`src/rtl/sc_seq_pkg.sv`:
```
package sc_seq_pkg;
  typedef enum logic [1:0] {
    PH_PARALLEL = 2'd0,
    PH_STACK    = 2'd1,
    PH_TOPUP    = 2'd2,
    PH_DELIVER  = 2'd3
  } phase_e;

  typedef struct packed {
    logic pump;
    logic hi_sel;   // drives en_pump[3]
    logic lo_sel;   // drives en_pump[2]
    logic neg;
  } deliver_t;
endpackage

```
`src/rtl/sc_phase_timer.sv`:
```
module sc_phase_timer
  import sc_seq_pkg::*;
#(
  parameter int DEAD_CYC  = 2,
  parameter int DWELL_CYC = 4
) (
  input  logic   clk,
  input  logic   rst,
  output phase_e phase,
  output logic   active,
  output logic   deliver_entry
);
  localparam int CMAX = (DEAD_CYC > DWELL_CYC) ? DEAD_CYC : DWELL_CYC;
  localparam int CW   = $clog2(CMAX + 1);
  localparam logic [CW-1:0] DEAD_LAST  = CW'(DEAD_CYC - 1);
  localparam logic [CW-1:0] DWELL_LAST = CW'(DWELL_CYC - 1);

  logic [CW-1:0] cnt_q;
  logic [1:0]    ph_q;
  logic          act_q;
  logic          seg_last;

  assign seg_last = act_q ? (cnt_q == DWELL_LAST) : (cnt_q == DEAD_LAST);

  always_ff @(posedge clk) begin
    if (rst) begin
      cnt_q <= '0;
      ph_q  <= 2'd0;
      act_q <= 1'b0;
    end else if (seg_last) begin
      cnt_q <= '0;
      if (act_q) begin
        act_q <= 1'b0;
        ph_q  <= ph_q + 2'd1;
      end else begin
        act_q <= 1'b1;
      end
    end else begin
      cnt_q <= cnt_q + 1'b1;
    end
  end

  assign phase         = phase_e'(ph_q);
  assign active        = act_q;
  assign deliver_entry = act_q && seg_last && (ph_q == 2'(PH_TOPUP));
endmodule

```
`src/rtl/sc_gain_select.sv`:
```
module sc_gain_select
  import sc_seq_pkg::*;
#(
  parameter int MAG_W = 12
) (
  input  logic [MAG_W-1:0] step_mag,
  input  logic [MAG_W-1:0] ref_mag,
  input  logic [MAG_W-1:0] out_mag,
  input  logic             ref_neg,
  output deliver_t         decision
);
  localparam int EW = MAG_W + 2;

  logic [EW-1:0] thr_one, thr_two, thr_three, ref_ext;
  logic          pump;

  assign thr_one   = {2'b00, step_mag};
  assign thr_two   = thr_one << 1;
  assign thr_three = thr_one + thr_two;
  assign ref_ext   = {2'b00, ref_mag};
  assign pump      = (ref_mag >= out_mag);

  always_comb begin
    decision.pump   = pump;
    decision.neg    = ref_neg;
    decision.hi_sel = 1'b0;
    decision.lo_sel = 1'b0;
    if (pump) begin
      if (ref_ext >= thr_three) begin
        decision.hi_sel = 1'b1;
        decision.lo_sel = 1'b1;
      end else if (ref_ext >= thr_two) begin
        decision.hi_sel = 1'b1;
      end else if (ref_ext >= thr_one) begin
        decision.lo_sel = 1'b1;
      end
    end
  end
endmodule

```
`src/rtl/sc_switch_drive.sv`:
```
module sc_switch_drive
  import sc_seq_pkg::*;
(
  input  logic       clk,
  input  logic       rst,
  input  phase_e     phase,
  input  logic       active,
  input  logic       deliver_entry,
  input  deliver_t   decision,
  output logic [3:0] en_pump,
  output logic       en_pos,
  output logic       en_neg
);
  deliver_t   held_q;
  logic [3:0] pump_d;
  logic       pos_d, neg_d;

  always_ff @(posedge clk) begin
    if (rst)                held_q <= '0;
    else if (deliver_entry) held_q <= decision;
  end

  always_comb begin
    pump_d = 4'b0000;
    pos_d  = 1'b0;
    neg_d  = 1'b0;
    if (active) begin
      unique case (phase)
        PH_PARALLEL: pump_d = 4'b0011;
        PH_STACK:    pump_d = 4'b0110;
        PH_TOPUP:    pump_d = 4'b0001;
        PH_DELIVER: begin
          pump_d = {held_q.hi_sel, held_q.lo_sel, 2'b00};
          pos_d  = held_q.pump && !held_q.neg;
          neg_d  = held_q.pump &&  held_q.neg;
        end
        default: pump_d = 4'b0000;
      endcase
    end
  end

  always_ff @(posedge clk) begin
    if (rst) begin
      en_pump <= 4'b0000;
      en_pos  <= 1'b0;
      en_neg  <= 1'b0;
    end else begin
      en_pump <= pump_d;
      en_pos  <= pos_d;
      en_neg  <= neg_d;
    end
  end
endmodule

```
`src/rtl/sc_pump_sequencer.sv`:
```
module sc_pump_sequencer
  import sc_seq_pkg::*;
#(
  parameter int MAG_W     = 12,
  parameter int DEAD_CYC  = 2,
  parameter int DWELL_CYC = 4
) (
  input  logic             clk,
  input  logic             rst,
  input  logic [MAG_W-1:0] step_mag,
  input  logic [MAG_W-1:0] ref_mag,
  input  logic [MAG_W-1:0] out_mag,
  input  logic             ref_neg,
  output logic [3:0]       en_pump,
  output logic             en_pos,
  output logic             en_neg
);
  phase_e   phase;
  logic     active;
  logic     deliver_entry;
  deliver_t decision;

  sc_phase_timer #(
    .DEAD_CYC (DEAD_CYC),
    .DWELL_CYC(DWELL_CYC)
  ) u_timer (
    .clk          (clk),
    .rst          (rst),
    .phase        (phase),
    .active       (active),
    .deliver_entry(deliver_entry)
  );

  sc_gain_select #(
    .MAG_W(MAG_W)
  ) u_gain (
    .step_mag(step_mag),
    .ref_mag (ref_mag),
    .out_mag (out_mag),
    .ref_neg (ref_neg),
    .decision(decision)
  );

  sc_switch_drive u_drive (
    .clk          (clk),
    .rst          (rst),
    .phase        (phase),
    .active       (active),
    .deliver_entry(deliver_entry),
    .decision     (decision),
    .en_pump      (en_pump),
    .en_pos       (en_pos),
    .en_neg       (en_neg)
  );
endmodule

```
`config.mk`:
```
export PLATFORM = sky130hd
export DESIGN_NAME = sc_pump_sequencer
export DESIGN_NICKNAME = d
export VERILOG_FILES = /design/src/rtl/sc_seq_pkg.sv /design/src/rtl/sc_phase_timer.sv /design/src/rtl/sc_gain_select.sv /design/src/rtl/sc_switch_drive.sv /design/src/rtl/sc_pump_sequencer.sv
export SDC_FILE = /design/constraint.sdc
export NUM_CORES = 1
export LEC_CHECK = 0
export BUFFER_PORTS_ARGS = -buffer_cell sky130_fd_sc_hd__buf_4
export CORE_ASPECT_RATIO = 0.75
export CORE_MARGIN = 2
export CORE_UTILIZATION = 56
export DETAILED_ROUTE_END_ITERATION = 16
export PLACE_DENSITY = 0.77
export SYNTH_ARGS = -nofsm -noshare
export SYNTH_HDL_FRONTEND = slang
export SYNTH_SLANG_ARGS = --single-unit
```
`constraint.sdc`:
```
create_clock -name clk -period 4.4 [get_ports clk]
set_clock_uncertainty 0.05 [all_clocks]
set_input_delay 0.88 -clock clk [delete_from_list [all_inputs] [get_ports clk]]
set_output_delay 0.88 -clock clk [all_outputs]
set_load 0.02 [all_outputs]
```
# After elaboration in Yosys (flattened, before gate mapping)

Index checks and enable logic that the tools add are counted.

Bits in registers: 16
Input bits: 39
Output and inout port bits: 6
Logic and storage cells: 42

Add/subtract/negate cells: 3
$lt $le $gt $ge: 4
Equality and inequality tests: 5
Mux-type cells: 8
Bitwise logic cells: 2
Reductions and logical operators: 10

Operators with widths:

| kind                                          | count |
|---|---|
| >= comparator 12 bit                          | 2 |
| one-hot mux 4 bit (4 select lines)            | 1 |
| adder 12 x 13 -> 14 bit                       | 1 |
| >= comparator 12 x 14 -> 1 bit                | 1 |
| >= comparator 12 x 13 -> 1 bit                | 1 |
| two-way mux 1 bit                             | 5 |
| == test 2 bit, second input constant          | 2 |
| logical AND 1 bit                             | 4 |
| two-way mux 2 bit                             | 2 |
| OR reduction 2 bit                            | 2 |
| adder 3 x 1 -> 3 bit, second input constant   | 1 |
| == test 3 x 1 -> 1 bit, second input constant | 1 |
| == test 3 x 2 -> 1 bit, second input constant | 1 |
| OR reduction 3 bit                            | 1 |
| adder 2 x 1 -> 2 bit, second input constant   | 1 |
| == test 2 x 1 -> 1 bit, second input constant | 1 |
| zero test 2 bit                               | 1 |
| inverter 1 bit                                | 2 |
| AND reduction 2 bit                           | 1 |
| zero test 1 bit                               | 1 |

# Depth between registers and ports, before layout

Gate-level depths: netlist of run 1.

Depth in word-level cells: 5
Depth in mapped cells: 14
Depth with buffers taken out: 14

# By module

Synthesis of run 1 repeated with hierarchy kept, for this count alone.

Cells, all modules: 266
Area, all modules: 2,273.4 um^2

Modules (own cells, without submodules):

| module          | times used | cells an instance | area each (um^2) | seq. area each (um^2) |
|---|---|---|---|---|
| sc_gain_select  | 1          | 206               | 1,649.1          | 0.0 |
| sc_switch_drive | 1          | 31                | 335.3            | 200.2 |
| sc_phase_timer  | 1          | 29                | 289.0            | 120.1 |

# Worst setup path after synthesis of run 1

No wires, ideal clock.

Kind: input-to-reg
Start point: input port step_mag[1]
End point: register u_drive.held_q[1] (netlist name)
Library setup time: 0.095 ns
Arrival time: 3.550 ns
Slack: 0.705 ns
Cell stages on the path: 14
Buffers on the path: 0
Path through: ha_1 > a211oi_2 > o21bai_1 > a21oi_2 > o21ai_2 > or4b_1 > and3_1 > ha_1 > o21ai_0 > a21oi_1 > o221ai_1 > a211oi_1 > o211ai_1 > a221oi_1

Word-level cells in the longest chain between the ends: 5

Ends and longest elaborated chain:

| what                                                            | RTL line                | text |
|---|---|---|
| start: declaration                                              | sc_pump_sequencer.sv:10 | `input logic [MAG_W-1:0] step_mag,` |
| branches (longest 3 deep; another with adder 12 x 13 -> 14 bit) | --                      |  |
| two-way mux 2 bit (*)                                           | sc_gain_select.sv:29    | `if (ref_ext >= thr_three) begin` |
| two-way mux 2 bit (*)                                           | sc_gain_select.sv:28    | `if (pump) begin` |
| end signal: assignment                                          | sc_switch_drive.sv:20   | `else if (deliver_entry) held_q <= decision;` |
| end: declaration                                                | sc_switch_drive.sv:14   | `deliver_t held_q;` |

Mark *: on every way between the ends.
A chain may end at the register's enable or synchronous reset.

# Final worst setup path of run 1

Same ends and word-level chain as after synthesis.

==> results.cfg, run 1 <==
[finish]
area_delta_synth_final_pct = 19.6
layout.nets = 423
fillers = 309
utilization_pct = 70.8
stdcell_count = 370
layout_common_cells = ha_1 (63), buf_4 (44), inv_1 (35)
diodes = 0
final_layout_size_suffix_gt1_share_pct = 16.4
layout_commonest_cell = ha_1

[timing]
slew_viol_final = 0
hold_viol_final = 0
setup_viol = 0
hold_slack_ns = 0.398
worst_pin_slew_ns = 0.491
rsz0062_at_grt = no
setup_tns_ns = 0
layout_setup_ws_ns = 0.622
relSlewSlack_pct = 66.4
layout_worst_path_cycle_share_pct = 85.9
clock.fmax_mhz = 265
fin_crit_ns = 3.78

[detailed_routing]
drt_iter0_drc = 101
met3_length_um = 339
drc = 0
top_layer = met4
routedWlPerCell_um = 13.1
final_antenna_net_count = 0
drt-met1-wl_um = 2610
via_per_inst = 5.45
dr_total_vias = 2017
totalWireLength_um = 4850
firstDrtPassIters = 4
met2_length_um = 1890

[pwr]
leakage_nw = 1.32
p_per_area_nw_per_um2 = 192
max-vdd-ir-drop_uv = 165

[clock_network]
htreeDepth = 1
cts-resized-gates = 0
clock_latency_ns = 0.24
clk_path_buf_depth = 2
clk_pin_slew_ns = 0.06
cts.sinks = 16
cts_tree = yes
cts-root-buf = clkbuf_8
cts_hold_buf = 0
numCtsBuffers = 3
postCtsSetupRepairBufs = 0

[logic_synthesis]
synthesis.area_sq_um = 2210
syn_avg_cell_area_sq_um = 8.12
ys_seq_area_share_pct = 14.5
postSynthCellCount = 272
synthDistinctLibCells = 47
synth_warnings = 0
synth.ff_latch_count = 16
syn-num-nets = 375

[grt]
grt-ovfl-total = 0
first_global_vias = 1843
gr-usage-all-layers_pct = 22.8
grt_max_degree = 13
grt_pass1_wl_um = 8280
antenna_found_initial = 0

[setup_path]
start_kind = input pin
critPathKind = input pin to register
critPathMaxFanout = 4
arrival_ns = 3.88
cp.required_ns = 4.50
end_kind = register

[die]
initial_core_util_pct = 59.2
die_w_um = 76.5
dieArea_sq_um = 4470
ioPinCount = 45
die_h_um = 58.4
fp-row-count = 19
core_sq_um = 3730

[placed_design]
pre_cts_slack_ns = 0.350
dp.cells = 367
place_hpwl_um = 4210
portBuffers = 44
place.gp.congestion = 0.898

[run_status]
status = completed

[min_path]
hp-class = register to register

[flow_run]
maxCapViolCount = 0
-- worst paths after layout --
path	startpoint	endpoint	slack, ns	cells past startpoint
min	u_drive.held_q[0]$_SDFFE_PP0P_	u_drive.en_neg$_SDFF_PP0_	0.40	2
min reg2reg	u_drive.held_q[0]$_SDFFE_PP0P_	u_drive.en_neg$_SDFF_PP0_	0.40	2
max	step_mag[1]	u_drive.held_q[1]$_SDFFE_PP0P_	0.62	15
max reg2reg	u_timer.cnt_q[0]$_SDFF_PP0_	u_drive.held_q[2]$_SDFFE_PP0P_	2.63	5
-- logic make-up (layout without fill, tap and decap cells) --
logic type | count (synthesis) | count (layout) | synth area share [%]
muxes | 2 | 2 | 0.906
xor gates and xnor gates | 10 | 10 | 3.96
AOI/OAI and AO/OA | 72 | 72 | 21.3
buffers and inverters | 36 | 82 | 6.12
and+or+nand+nor | 72 | 72 | 16.6
DFF | 16 | 16 | 14.5
adders and majority gates | 64 | 64 | 36.6
-- per-layer routing --
| layer | global-route usage [%] | up-vias |
|---|---|---|
| li1 | - | 1082 |
| met1 | 34.9 | 870 |
| met2 | 34.5 | 63 |
| met3 | 4.60 | 2 |
| met4 | 1.30 | 0 |
| met5 | 0 | - |
-- area by class of cell --
cell class                      count  area, sq um  area share (%)
Sequential cell                    16          320            12.1
Clock buffer                        3         41.3            1.56
Tap cell                           52         65.1            2.46
Timing Repair Buffer               44          330            12.5
Multi-Input combinational cell    220         1750            66.4
Inverter                           35          131            4.97
-- registers in the layout (all words and copies together) (netlist names) --
signal           cells
u_drive.held_q       4
u_drive.en_pump      4
u_timer.phase        2
u_timer.cnt_q        3
u_timer.active       1
u_drive.en_pos       1
u_drive.en_neg       1
-- Yosys cell counts (all sizes together) --
library cell / number / area [sq um]
a21boi: 1 / 7.51
fa: 1 / 20.0
o41ai: 1 / 8.76
nor3: 1 / 5.00
a2bb2oi: 1 / 8.76
and2b: 1 / 7.51
nand4: 3 / 18.8
nor2: 22 / 82.6
nor4b: 1 / 8.76
a32oi: 1 / 8.76
a21oi: 24 / 124
and3: 2 / 12.5
clkbuf: 1 / 3.75
or3: 1 / 6.26
ha: 63 / 788
a2111oi: 2 / 17.5
o21bai: 3 / 22.5
mux2i: 2 / 20.0
a21o: 2 / 16.3
a211oi: 6 / 50.1
o21a: 4 / 30.0
nand2: 14 / 52.6
o22ai: 2 / 12.5
or4b: 1 / 10.0
o21ai: 14 / 73.8
nand2b: 4 / 25.0
dfxtp: 16 / 320
nor3b: 3 / 22.5
o211ai: 4 / 30.0
and4b: 1 / 10.0
inv: 35 / 131
xnor2: 6 / 52.6
nor2b: 4 / 25.0
o221ai: 1 / 8.76
xor2: 4 / 35.0
a211o: 3 / 27.5
nand3: 9 / 45.0
nand4b: 1 / 8.76
a221oi: 2 / 17.5
nor4: 2 / 12.5
nand3b: 2 / 15.0
a31oi: 1 / 6.26
-- critical path: stages --
cell and delay, ns:
buf_4 0.13, ha_1 0.31, a211oi_2 0.21, o21bai_1 0.11
a21oi_2 0.24, o21ai_2 0.12, or4b_1 0.49, and3_1 0.18
ha_1 0.26, o21ai_0 0.07, a21oi_1 0.15, o221ai_1 0.12
a211oi_1 0.18, o211ai_1 0.14, a221oi_1 0.27
-- through the flow --
stage               total power, mW  area (sq um)
detailed placement            0.403          2600
floorplan                     0.323          2210
global route                  0.554          2640
finish                        0.507          2640
CTS                           0.508          2640
global placement              0.395          2600
-- power breakdown --
part | total, mW | switching (mW) | internal (mW)
logic | 0.249 | 0.131 | 0.118
clock network | 0.105 | 0.0441 | 0.0606
registers | 0.154 | 0.00438 | 0.149
total | 0.507 | 0.179 | 0.328
No activity file was read; power rests on OpenSTA's default activity.
==> run 2, diff against run 1 <==
--- a/config.mk
+++ b/config.mk
@@ -5,11 +5,13 @@
 export SDC_FILE = /design/constraint.sdc
 export NUM_CORES = 1
 export LEC_CHECK = 0
+export ABC_CLOCK_PERIOD_IN_PS = 4400
 export BUFFER_PORTS_ARGS = -buffer_cell sky130_fd_sc_hd__buf_4
 export CORE_ASPECT_RATIO = 0.75
 export CORE_MARGIN = 2
 export CORE_UTILIZATION = 56
 export DETAILED_ROUTE_END_ITERATION = 16
+export GPL_TIMING_DRIVEN = 0
 export PLACE_DENSITY = 0.77
 export SYNTH_ARGS = -nofsm -noshare
 export SYNTH_HDL_FRONTEND = slang
==> run 2 against run 1 <==
Cell count up 0.54%. Utilization increased by 0.47 points. Hold slack gained 0.0073 ns. Critical path type unchanged. Critical endpoint unchanged.
==> results.cfg, run 2 (synthesis gave the netlist of run 1 again) <==
[run_status]
status = completed

[finish]
layout.nets = 424
reg.largest.list = u_drive.en_pump: 4 flops, u_drive.held_q: 4 flops, u_timer.cnt_q: 3 flops
diodes = 0
utilization_pct = 71.3
stdcell_count = 372
layout_common_cells = ha_1 (63), buf_4 (44), inv_1 (35)
area_delta_synth_final_pct = 20.4
layout_commonest_cell = ha_1
final_layout_size_suffix_gt1_share_pct = 16.6

[clock_network]
clock_latency_ns = 0.25
numCtsBuffers = 3
cts.sinks = 16
clk_path_buf_depth = 2
htreeDepth = 1
cts-root-buf = clkbuf_8
cts_hold_buf = 0
postCtsSetupRepairBufs = 0
cts-resized-gates = 0
cts_tree = yes
clk_pin_slew_ns = 0.06

[detailed_routing]
final_antenna_net_count = 0
routedWlPerCell_um = 13.2
firstDrtPassIters = 4
via_per_inst = 5.59
drc = 0
dr_total_vias = 2079
drt_iter0_drc = 114
totalWireLength_um = 4910

[die]
core_sq_um = 3730
dieArea_sq_um = 4470
fp-row-count = 19
die_w_um = 76.5
die_h_um = 58.4
initial_core_util_pct = 59.2
ioPinCount = 45

[placed_design]
portBuffers = 44
dp.cells = 368
place.gp.congestion = 0.804
pre_cts_slack_ns = 0.253
place_hpwl_um = 4180

[timing]
fin_crit_ns = 3.91
relSlewSlack_pct = 72.8
hold_viol_final = 0
layout_worst_path_cycle_share_pct = 88.9
worst_pin_slew_ns = 0.398
setup_tns_ns = 0
rsz0062_at_grt = no
setup_viol = 0
clock.fmax_mhz = 256
layout_setup_ws_ns = 0.489
slew_viol_final = 0

[setup_path]
crit_start = step_mag[1]
critPathMaxFanout = 4
worst-path-stages = 15
end_kind = register
cp_num_buf_inv = 1
arrival_ns = 4.01
start_kind = input pin
timing.rr.end = u_drive.held_q[1]$_SDFFE_PP0P_
cpMaxStageDelayCell = or4b_1
cpLargestDelayFamily = compound AO/OA/AOI/OAI gates
r2r_slack_ns = 2.62
cpMostUsedCell = ha_1
critPathKind = input pin to register
crit_path_end = u_drive.held_q[1]$_SDFFE_PP0P_
cpPeakStageDelay_ns = 0.49
r2r_cells = 5
worst_r2r_startpoint = u_timer.cnt_q[0]$_SDFF_PP0_
cp.required_ns = 4.50
worstPathCellList = buf_4 > ha_1 > a211oi_2 > o21bai_1 > a21oi_2 > o21ai_2 > or4b_1 > and3_1 > ha_1 > o21ai_0 > a21oi_1 > o221ai_1 > a211oi_1 > o211ai_1 > a221oi_1

[pwr]
max-vdd-ir-drop_uv = 180
switchingPower_uw = 185
p_int_uw = 346
p_total_uw = 531
comb_power_share_pct = 46.5
pwr-share-clk_pct = 24.5
seqPwrFrac_pct = 29.0
leakage_nw = 1.33
p_per_area_nw_per_um2 = 200
swShare_pct = 34.9

[grt]
first_global_vias = 1900
gr-usage-all-layers_pct = 23.4
antenna_found_initial = 0
grt_max_degree = 11
grt_pass1_wl_um = 8530
grt-ovfl-total = 0

[min_path]
hp-class = register to register

[flow_run]
maxCapViolCount = 0
[run 2: cell types whose count changed in the layout (fill, tap and decap cells not counted), sizes merged]
cell / previous run / this run
clkbuf: 3 / 5
[run 2: worst reg2reg max path, cell delays in order (launching register included)]
cell,delay [ns]
dfxtp_1,0.37
nor2b_1,0.32
nand4_1,0.35
nor2_1,0.19
a21oi_1,0.12
a221oi_1,0.28
[run 2: worst min-delay path by stage]
stage                                   startpoint                        end  slack [ns]  cells past startpoint
floorplan           u_drive.held_q[0]$_SDFFE_PP0P_  u_drive.en_pos$_SDFF_PP0_        0.36                      1
global placement    u_drive.held_q[0]$_SDFFE_PP0P_  u_drive.en_pos$_SDFF_PP0_        0.37                      1
detailed placement  u_drive.held_q[0]$_SDFFE_PP0P_  u_drive.en_pos$_SDFF_PP0_        0.39                      1
CTS                 u_drive.held_q[0]$_SDFFE_PP0P_  u_drive.en_pos$_SDFF_PP0_        0.40                      1
global route        u_drive.held_q[0]$_SDFFE_PP0P_  u_drive.en_neg$_SDFF_PP0_        0.42                      2
finish              u_drive.held_q[0]$_SDFFE_PP0P_  u_drive.en_pos$_SDFF_PP0_        0.41                      1
[run 2: layout make-up]
cell class              instances  area (sq um)
repair buffers                 44           330
well taps                      52          65.1
flip-flops and latches         16           320
inverters                      35           131
multi-input cells             220          1750
plain buffers                   1          3.75
fillers                       314          1070
clock buffers                   4          55.1
[run 2: power by group through the flow]
stage / combinational, mW / sequential (mW) / clock [mW]
floorplan: 0.165 / 0.157 / 0
global placement: 0.237 / 0.156 / 0
detailed placement: 0.245 / 0.157 / 0
CTS: 0.246 / 0.154 / 0.132
global route: 0.285 / 0.154 / 0.138
finish: 0.247 / 0.154 / 0.130
[run 2: per-stage QoR]
step	area [sq um]	hold WS (ns)
global placement	2610	0.375
floorplan	2210	0.363
finish	2660	0.406
CTS	2660	0.404
global route	2660	0.416
detailed placement	2610	0.393
[run 2: per-layer routing]
layer,share of wire (%),vias to the layer above,track usage [%],routed length (um)
met4,0,0,1.56,0
met2,40,54,35.9,1960
met1,55,937,35.6,2700
met5,0,-,0,0
li1,-,1088,-,-
met3,5.0,0,4.60,246
